--- src/rtl/ata_tf_pkg.sv ---
package ata_tf_pkg;

   localparam logic [7:0] ERR_ABORT = 8'h04;
   localparam logic [7:0] SIG_CYL_LO = 8'h14;
   localparam logic [7:0] SIG_CYL_HI = 8'hEB;
   localparam int         SRST_BIT  = 2;

   localparam int ST_ERR  = 0;
   localparam int ST_DRQ  = 3;
   localparam int ST_DSC  = 4;
   localparam int ST_DRDY = 6;

   typedef enum logic [2:0] {
      OFS_DATA    = 3'd0,
      OFS_ERRFEAT = 3'd1,
      OFS_COUNT   = 3'd2,
      OFS_SECTOR  = 3'd3,
      OFS_CYLLO   = 3'd4,
      OFS_CYLHI   = 3'd5,
      OFS_DEVHEAD = 3'd6,
      OFS_STATCMD = 3'd7
   } tf_ofs_e;

   typedef struct packed {
      logic [1:0] size;
      logic       lba;
      logic       drv;
      logic [3:0] head;
   } devhead_t;

   function automatic logic cmd_known(input logic [7:0] code);
      case (code)
         8'h08, 8'h10, 8'h20, 8'h30, 8'h91, 8'hA0, 8'hA1,
         8'hC4, 8'hC5, 8'hC6, 8'hE1, 8'hEC, 8'hEF: return 1'b1;
         default: return 1'b0;
      endcase
   endfunction

endpackage

--- src/rtl/ata_tf_regs.sv ---
module ata_tf_regs
   import ata_tf_pkg::*;
#(
   parameter int NREG = 6
) (
   input  logic             clk,
   input  logic             rst_n,
   input  logic             wr_en,
   input  logic [2:0]       ofs,
   input  logic [7:0]       wdata,
   input  logic             ctl_wr,
   output logic [NREG*8-1:0] regs_flat,
   output logic             srst
);

   logic [7:0] r_q [1:NREG];

   always_ff @(posedge clk) begin
      if (!rst_n) begin
         for (int i = 1; i <= NREG; i++) r_q[i] <= 8'h00;
      end else if (wr_en) begin
         for (int i = 1; i <= NREG; i++)
            if (ofs == 3'(i)) r_q[i] <= wdata;
      end
   end

   always_ff @(posedge clk) begin
      if (!rst_n)      srst <= 1'b0;
      else if (ctl_wr) srst <= wdata[SRST_BIT];
   end

   generate
      for (genvar g = 1; g <= NREG; g++) begin : g_flat
         assign regs_flat[(g-1)*8 +: 8] = r_q[g];
      end
   endgenerate

endmodule

--- src/rtl/ata_tf_cmd.sv ---
module ata_tf_cmd
   import ata_tf_pkg::*;
(
   input  logic       clk,
   input  logic       rst_n,
   input  logic       cmd_wr,
   input  logic [7:0] wdata,
   input  logic       present,
   input  logic       err_rd,
   output logic [7:0] err_q,
   output logic       cmd_valid,
   output logic [7:0] cmd_code,
   output logic       abort_req
);

   logic refuse;
   assign refuse    = !present || !cmd_known(wdata);
   assign abort_req = cmd_wr && refuse;

   always_ff @(posedge clk) begin
      if (!rst_n) begin
         err_q     <= 8'h00;
         cmd_valid <= 1'b0;
         cmd_code  <= 8'h00;
      end else begin
         cmd_valid <= 1'b0;
         if (cmd_wr) begin
            if (refuse) begin
               err_q <= ERR_ABORT;
            end else begin
               err_q     <= 8'h00;
               cmd_valid <= 1'b1;
               cmd_code  <= wdata;
            end
         end else if (err_rd) begin
            err_q <= 8'h00;
         end
      end
   end

endmodule

--- src/rtl/ata_tf_irq.sv ---
module ata_tf_irq #(
   parameter int IRQ_DELAY = 1
) (
   input  logic clk,
   input  logic rst_n,
   input  logic req,
   input  logic ack,
   output logic irq
);

   localparam int CNT_W = $clog2(IRQ_DELAY + 1);

   generate
      if (IRQ_DELAY == 1) begin : g_flag
         logic pend;
         always_ff @(posedge clk) begin
            if (!rst_n) begin
               pend <= 1'b0;
               irq  <= 1'b0;
            end else begin
               pend <= req;
               if (ack)       irq <= 1'b0;
               else if (pend) irq <= 1'b1;
            end
         end
      end else begin : g_count
         logic [CNT_W-1:0] cnt;
         always_ff @(posedge clk) begin
            if (!rst_n) begin
               cnt <= '0;
               irq <= 1'b0;
            end else begin
               if (req)              cnt <= CNT_W'(IRQ_DELAY);
               else if (ack)         cnt <= '0;
               else if (cnt != '0)   cnt <= cnt - 1'b1;
               if (ack)                       irq <= 1'b0;
               else if (cnt == CNT_W'(1))     irq <= 1'b1;
            end
         end
      end
   endgenerate

endmodule

--- src/rtl/ata_taskfile.sv ---
module ata_taskfile
   import ata_tf_pkg::*;
#(
   parameter int ADDR_W    = 4,
   parameter int IRQ_DELAY = 1
) (
   input  logic              clk,
   input  logic              rst_n,
   input  logic              host_sel,
   input  logic              host_wr,
   input  logic [ADDR_W-1:0] host_addr,
   input  logic [7:0]        host_wdata,
   output logic [7:0]        host_rdata,
   input  logic              ctl_sel,
   input  logic [1:0]        drive_present,
   input  logic              packet_dev,
   input  logic              buf_nonempty,
   input  logic              write_pending,
   input  logic              packet_drq,
   input  logic [7:0]        data_in,
   output logic              data_rd_stb,
   output logic              data_wr_stb,
   input  logic              irq_req,
   output logic              cmd_valid,
   output logic [7:0]        cmd_code,
   output logic [7:0]        feature,
   output logic [7:0]        sect_count,
   output logic [7:0]        sect_num,
   output logic [15:0]       cyl,
   output logic              lba_mode,
   output logic              drive_sel,
   output logic [3:0]        head_sel,
   output logic [1:0]        sect_size,
   output logic              irq
);

   localparam int NREG = 6;

   if (ADDR_W < 3) begin : g_bad_addr
      $error("ata_taskfile: ADDR_W must be at least 3");
   end
   if (IRQ_DELAY < 1) begin : g_bad_delay
      $error("ata_taskfile: IRQ_DELAY must be at least 1");
   end

   logic in_range;
   generate
      if (ADDR_W > 3) begin : g_wide
         assign in_range = ~|host_addr[ADDR_W-1:3];
      end else begin : g_narrow
         assign in_range = 1'b1;
      end
   endgenerate

   tf_ofs_e ofs;
   assign ofs = tf_ofs_e'(host_addr[2:0]);

   logic acc_rd, acc_wr;
   assign acc_rd = host_sel && !host_wr && in_range;
   assign acc_wr = host_sel &&  host_wr && in_range;

   logic stat_rd, alt_rd, err_rd, cmd_wr, ctl_wr, reg_wr;
   assign stat_rd = acc_rd && ofs == OFS_STATCMD;
   assign err_rd  = acc_rd && ofs == OFS_ERRFEAT;
   assign cmd_wr  = acc_wr && ofs == OFS_STATCMD;
   assign reg_wr  = acc_wr && ofs != OFS_STATCMD && ofs != OFS_DATA;
   assign alt_rd  = ctl_sel && !host_wr;
   assign ctl_wr  = ctl_sel &&  host_wr;

   assign data_rd_stb = acc_rd && ofs == OFS_DATA;
   assign data_wr_stb = acc_wr && ofs == OFS_DATA;

   logic [NREG*8-1:0] regs_flat;
   logic              srst_q;

   ata_tf_regs #(.NREG(NREG)) u_regs (
      .clk       (clk),
      .rst_n     (rst_n),
      .wr_en     (reg_wr),
      .ofs       (host_addr[2:0]),
      .wdata     (host_wdata),
      .ctl_wr    (ctl_wr),
      .regs_flat (regs_flat),
      .srst      (srst_q)
   );

   logic [7:0] r_feat, r_count, r_sect, r_cyllo, r_cylhi;
   devhead_t   r_dh;
   assign r_feat  = regs_flat[0*8 +: 8];
   assign r_count = regs_flat[1*8 +: 8];
   assign r_sect  = regs_flat[2*8 +: 8];
   assign r_cyllo = regs_flat[3*8 +: 8];
   assign r_cylhi = regs_flat[4*8 +: 8];
   assign r_dh    = devhead_t'(regs_flat[5*8 +: 8]);

   assign feature    = r_feat;
   assign sect_count = r_count;
   assign sect_num   = r_sect;
   assign cyl        = {r_cylhi, r_cyllo};
   assign lba_mode   = r_dh.lba;
   assign drive_sel  = r_dh.drv;
   assign head_sel   = r_dh.head;
   assign sect_size  = r_dh.size;

   logic cur_present;
   assign cur_present = drive_present[r_dh.drv];

   logic [7:0] err_q;
   logic       abort_req;

   ata_tf_cmd u_cmd (
      .clk       (clk),
      .rst_n     (rst_n),
      .cmd_wr    (cmd_wr),
      .wdata     (host_wdata),
      .present   (cur_present),
      .err_rd    (err_rd),
      .err_q     (err_q),
      .cmd_valid (cmd_valid),
      .cmd_code  (cmd_code),
      .abort_req (abort_req)
   );

   ata_tf_irq #(.IRQ_DELAY(IRQ_DELAY)) u_irq (
      .clk   (clk),
      .rst_n (rst_n),
      .req   (abort_req || irq_req),
      .ack   (stat_rd),
      .irq   (irq)
   );

   logic [7:0] status;
   always_comb begin
      status          = 8'h00;
      status[ST_DRDY] = cur_present;
      status[ST_DSC]  = cur_present;
      status[ST_DRQ]  = buf_nonempty || write_pending || packet_drq;
      status[ST_ERR]  = err_q != 8'h00;
   end

   logic sig_on;
   assign sig_on = srst_q && packet_dev;

   always_comb begin
      host_rdata = 8'h00;
      if (alt_rd) begin
         host_rdata = status;
      end else if (acc_rd) begin
         case (ofs)
            OFS_DATA:    host_rdata = data_in;
            OFS_ERRFEAT: host_rdata = err_q;
            OFS_COUNT:   host_rdata = r_count;
            OFS_SECTOR:  host_rdata = r_sect;
            OFS_CYLLO:   host_rdata = sig_on ? SIG_CYL_LO : r_cyllo;
            OFS_CYLHI:   host_rdata = sig_on ? SIG_CYL_HI : r_cylhi;
            OFS_DEVHEAD: host_rdata = r_dh;
            OFS_STATCMD: host_rdata = status;
            default:     host_rdata = 8'h00;
         endcase
      end
   end

endmodule

--- config.mk ---
export PLATFORM = sky130hd
export DESIGN_NAME = ata_taskfile
export DESIGN_NICKNAME = d
export VERILOG_FILES = /design/src/rtl/ata_tf_pkg.sv /design/src/rtl/ata_tf_regs.sv /design/src/rtl/ata_tf_cmd.sv /design/src/rtl/ata_tf_irq.sv /design/src/rtl/ata_taskfile.sv
export SDC_FILE = /design/constraint.sdc
export NUM_CORES = 1
export LEC_CHECK = 0
export ABC_CLOCK_PERIOD_IN_PS = 1900
export BUFFER_PORTS_ARGS = -buffer_cell sky130_fd_sc_hd__buf_2
export CORE_ASPECT_RATIO = 1.75
export CORE_MARGIN = 1.5
export CORE_UTILIZATION = 25
export DETAILED_ROUTE_END_ITERATION = 6
export SKIP_CTS_REPAIR_TIMING = 1
export SKIP_LAST_GASP = 1
export SYNTH_ARGS = -nofsm -noshare
export SYNTH_HDL_FRONTEND = slang
export SYNTH_SLANG_ARGS = --single-unit
--- constraint.sdc ---
create_clock -name clk -period 1.9 [get_ports clk]
set_clock_uncertainty 0.15 [all_clocks]
set_input_delay 0.285 -clock clk [delete_from_list [all_inputs] [get_ports clk]]
set_output_delay 0.285 -clock clk [all_outputs]
set_load 0.01 [all_outputs]
Word-level counts from Yosys, hierarchy flattened --
Memories as Yosys holds them, arrays and structs flattened. Index checks and enable logic that the tools add are counted. Widths: inputs -> output; s select.
Word-level totals: logic and storage cells 111, output and inout bits 68, RAM bits 48, memories 1, input port bits 32, bits in registers 20
Memories:
- u_regs.r_q | words 6, width 8, rd ports 6, clocked after Yosys merged registers in 0, write ports 6, RTL line ata_tf_regs.sv:16 | logic [7:0] r_q [1:NREG];
Operators by class: bitwise gates (word level) 8, reductions and logical operators 31, order comparisons 1, mux-type cells 43, equality and inequality tests 21
Operators by type and width (count):
- $mux 8 | 12
- $eq 8x8->1 const B | 9
- $pmux 8 s8 | 1
- $mux 1 | 29
- $eq 8x6->1 const B | 2
- $logic_and 1x1->1 | 15
- $reduce_or 13->1 | 1
- $eq 3x3->1 const B | 4
- $eq 8x4->1 const B | 1
- $eq 8x5->1 const B | 1
- $reduce_bool 8->1 | 1
- $eq 3x2->1 const B | 2
- $or 1x1->1 | 6
- $logic_not 1->1 | 4
- $logic_or 1x1->1 | 4
- $reduce_and 2->1 | 2
- $eq 3x1->1 const B | 1
- $logic_not 3->1 | 1
- $mux 3 | 1
- $ne 3x3->1 const B | 1
- $reduce_bool 3->1 | 1
- $lt 1x2->1 const B | 1
- $not 1->1 | 2
- $reduce_bool 2->1 | 1
- $reduce_or 2->1 | 1

Logic depth before layout (Yosys ltp) --
word-level depth 8, gate-level depth with buffers 6, depth with buffers taken out 5

Cells and area by module --
From an unflattened synthesis, not the netlist that was laid out.
Unflattened totals: cells, all modules 322, area total of the unflattened synthesis 3345.7 µm²
Modules (own cells, without submodules):
- ata_tf_regs | area an instance 1914.3 µm², seq. area each 1461.4 µm², cells an instance 138, instances 1
- ata_taskfile | area an instance 798.3 µm², seq. area each 0.0 µm², cells an instance 122, instances 1
- ata_tf_cmd | area an instance 570.5 µm², seq. area each 200.2 µm², cells an instance 57, instances 1
- ata_tf_irq | area an instance 62.6 µm², seq. area each 40.0 µm², cells an instance 5, instances 1

Worst setup path after synthesis --
No wires, ideal clock.
kind register to output, start point register, netlist name u_regs.r_q[0][52], end point output host_rdata[6], data required time 1.465 ns, setup slack -0.220 ns, buffers on the path 0, cell stages (with the launch flop) 5, data arrival time 1.685 ns, path through edfxtp_1 -> mux2_4 -> mux4_2 -> a221oi_1 -> o21ai_1
RTL lines:
- to (decl) | RTL line ata_taskfile.sv:13 | output logic [7:0] host_rdata,

==> impl_metrics.env <==
export IMPL_synthAdderAreaFrac_pct=0
export IMPL_antenna_left=0
export IMPL_arrival_ns=2.08
export IMPL_antenna_found_initial=0
export IMPL_worstSetupStartpointType="flip-flop"
export IMPL_synth_simple_area_share_pct=26.6
export IMPL_clock_power_share_pct=40.0
export IMPL_fmax_mhz=397
export IMPL_tightest_slew_ns=0.615
export IMPL_p_switching_mw=0.890
export IMPL_antenna_cells=0
export IMPL_slowest_delay_ns=0.40
export IMPL_wl_mm=11.4
export IMPL_track_usage_pct=17.1
export IMPL_drt_initial_drc_count=121
export IMPL_cts_buffers=9
export IMPL_min_path_type="input port to flip-flop"
export IMPL_synth_top_family_by_area="simple AND/OR/NAND/NOR gates"
export IMPL_setup_viol=8
export IMPL_dp_cells=623
export IMPL_viasPerCell=4.60
export IMPL_hp_start="irq_req"
export IMPL_synthToLayoutAreaGrowth_pct=47.4
export IMPL_path_buf_inv=1
export IMPL_io_pins=100
export IMPL_nets=498
export IMPL_grt_ovfl_total=0
export IMPL_setup_ws_ns=-0.619
export IMPL_cp_top_family="compound AO/OA/AOI/OAI gates"
export IMPL_worstReg2RegStart="u_regs.r_q[0][52]"
export IMPL_fin_crit_ns=2.52
export IMPL_synth_compound_area_share_pct=12.3
export IMPL_start_util_pct=25.5
export IMPL_maxCapViolCount=0
export IMPL_ys_warn_count=0
export IMPL_p_leak_nw=1.97
export IMPL_clk_pin_slew_worst_paths_ns=0.05
export IMPL_clock_path_buffers=2
export IMPL_tritoncts="done"
export IMPL_grt_pass1_vias=3075
export IMPL_synth_most_common_cell="edfxtp_1"
export IMPL_cp_required_ns=1.46
export IMPL_dr_total_vias=2955
export IMPL_vdd_ir_drop_worst_uv=399
export IMPL_syn_cell_area_um2=3280
export IMPL_cts_root_buf="clkbuf_16"
export IMPL_fp_dieW_um=89.6
export IMPL_synth_top_flop_cell="edfxtp_1"
export IMPL_fin_tns_setup_ns=-1.88
export IMPL_fill_cells=1336
export IMPL_cp_slowest_cell="edfxtp_1"
export IMPL_cp_end_kind="output pin"
export IMPL_synth_largest_area_cell="edfxtp_1"
export IMPL_rsz0062_at_grt="yes"
export IMPL_synth_top_area_share_pct=43.9
export IMPL_synth_cell_types=61
export IMPL_whs_ns=0.156
export IMPL_relSlewSlack_pct=58.7
export IMPL_ys_seq_area_share_pct=51.8
export IMPL_clock_sinks=61
export IMPL_synth_nets=340
export IMPL_portBuffers=99
export IMPL_cp_max_fo=3
export IMPL_synth_area_leaders="edfxtp_1 44%, dfxtp_1 7.9%, and2_1 7.1%"
export IMPL_drive_above_1_share_pct=49.7
export IMPL_routedWlPerCell_um=17.8
export IMPL_ys_ff_latch=61
export IMPL_die_y_um=155
export IMPL_fin_crit_sh_pct=133
export IMPL_insertion_delay_ns=0.32
export IMPL_crit_chain="mux2_4, mux2_4, a32o_2, a221oi_2, o31ai_2, buf_2"
export IMPL_synth_xor_area_share_pct=0
export IMPL_timing_critical_path_mode_cell="mux2_4"
export IMPL_htree_num_levels=3
export IMPL_powerDensity_nw_per_um2=724
export IMPL_ys_async_sr_fraction_pct=0
export IMPL_switching_share_pct=25.4
export IMPL_internal_power_mw=2.62
export IMPL_synthTopCellsByCount="48 x edfxtp_1, 41 x nand2_1, 37 x and2_1"
export IMPL_final_cells=642
export IMPL_status="finished with violations"
export IMPL_dieArea_um2=13900
export IMPL_syn_avg_cell_area_um2=10.7
export IMPL_power_mw=3.51
export IMPL_setup_worst_path_start="u_regs.r_q[0][52]"
export IMPL_fin_area_um2=4840
export IMPL_hpwl_mm=9.34
export IMPL_post_route_drc_count=0
export IMPL_dpl_cell_area_um2=4390
export IMPL_drtPass1Iterations=4
export IMPL_fp_row_count=55
export IMPL_grt_pass1_wl_mm=17.0
export IMPL_failed_checks="negative setup slack"
export IMPL_synth_mux_area_share_pct=4.88
export IMPL_comb_power_share_pct=15.7
export IMPL_path_class="flip-flop to output pin"
export IMPL_place_congestion=0.929
export IMPL_core_um2=12900
export IMPL_synthCells=308
export IMPL_finalHoldViolCount=0
export IMPL_drv_slew=0
export IMPL_p_seq_share_pct=44.3
export IMPL_synth_edf_count=48
export IMPL_grt_start_max_net_pins=28
## routing by layer
| metal | global-route usage, % | wire, um | part of all wire (%) | up-vias |
|---|---|---|---|---|
| met5 | 0 | 0 | 0 | - |
| met4 | 7.91 | 450 | 3.9 | 0 |
| met3 | 2.83 | 558 | 4.9 | 14 |
| met2 | 31.8 | 6280 | 55 | 98 |
| met1 | 18.0 | 4140 | 36 | 1396 |
| li1 | - | - | - | 1447 |
## final timing paths
check | cells after the start | to | slack, ns
max | 6 | host_rdata[4] | -0.62
min | 3 | u_irq.g_flag.pend | 0.16
max reg2reg | 5 | u_irq.g_flag.pend | 0.22
min reg2reg | 2 | u_cmd.cmd_code[4] | 0.30
## cells by family after synthesis
group,Yosys count
buf+inv,22
compound gates,56
simple gates,155
mux,14
flops,61
## power groups by stage
stage          clock [mW]  sequential, mW  combinational (mW)
2_1_floorplan           0            1.59               0.207
3_3_place_gp            0            1.58               0.498
3_5_place_dp            0            1.58               0.505
4_1_cts              1.44            1.55               0.508
5_1_grt              1.50            1.56               0.594
6_report             1.40            1.55               0.550
## tightest hold or removal path, cell delays in order
cell	delay, ns
buf_2	0.12
nor2_1	0.10
nor4b_1	0.06
## flip-flops by register name, indices dropped and copies added, names as in the netlist
| register | count |
|---|---|
| u_cmd.cmd_code | 8 |
| u_cmd.cmd_valid | 1 |
| u_cmd.err_q | 1 |
| u_irq.g_flag.pend | 1 |
| u_irq.irq | 1 |
| u_regs.r_q | 48 |
| u_regs.srst | 1 |
## metrics by stage
step                util (%)  setup WS, ns
floorplan                  -        -0.192
global placement        34.1        -0.237
detailed placement      34.1        -0.269
CTS                     36.2        -0.631
global route            37.6        -0.690
finish                  37.6        -0.619
## area by class of cell
class / instances / area, um2 / share of cell area, %
Multi-Input combinational cell: 225 / 1610 / 33.3
Tap cell: 171 / 214 / 4.42
Timing Repair Buffer: 166 / 1030 / 21.3
Clock buffer: 9 / 225 / 4.65
Inverter: 3 / 11.3 / 0.233
Sequential cell: 61 / 1700 / 35.2
Clock inverter: 7 / 42.5 / 0.879
## placed cells by master, fill, tap and decap left out, types with 3 or more instances in the layout
cell         n
a21oi_1      5
a21oi_2      5
a221oi_2     3
a311oi_2     3
and2_1      36
and2_2       6
buf_2       98
buf_4       63
clkbuf_16    9
clkinvlp_4   4
dfxtp_1     12
edfxtp_1    48
mux2i_1     10
nand2_1     40
nand3_1      4
nor2_1      21
nor3_1      10
nor4_1       3
o211ai_1     3
o21ai_0      8
o21ai_1      8
o31ai_1      4
No activity file was read; power rests on OpenSTA's default activity.
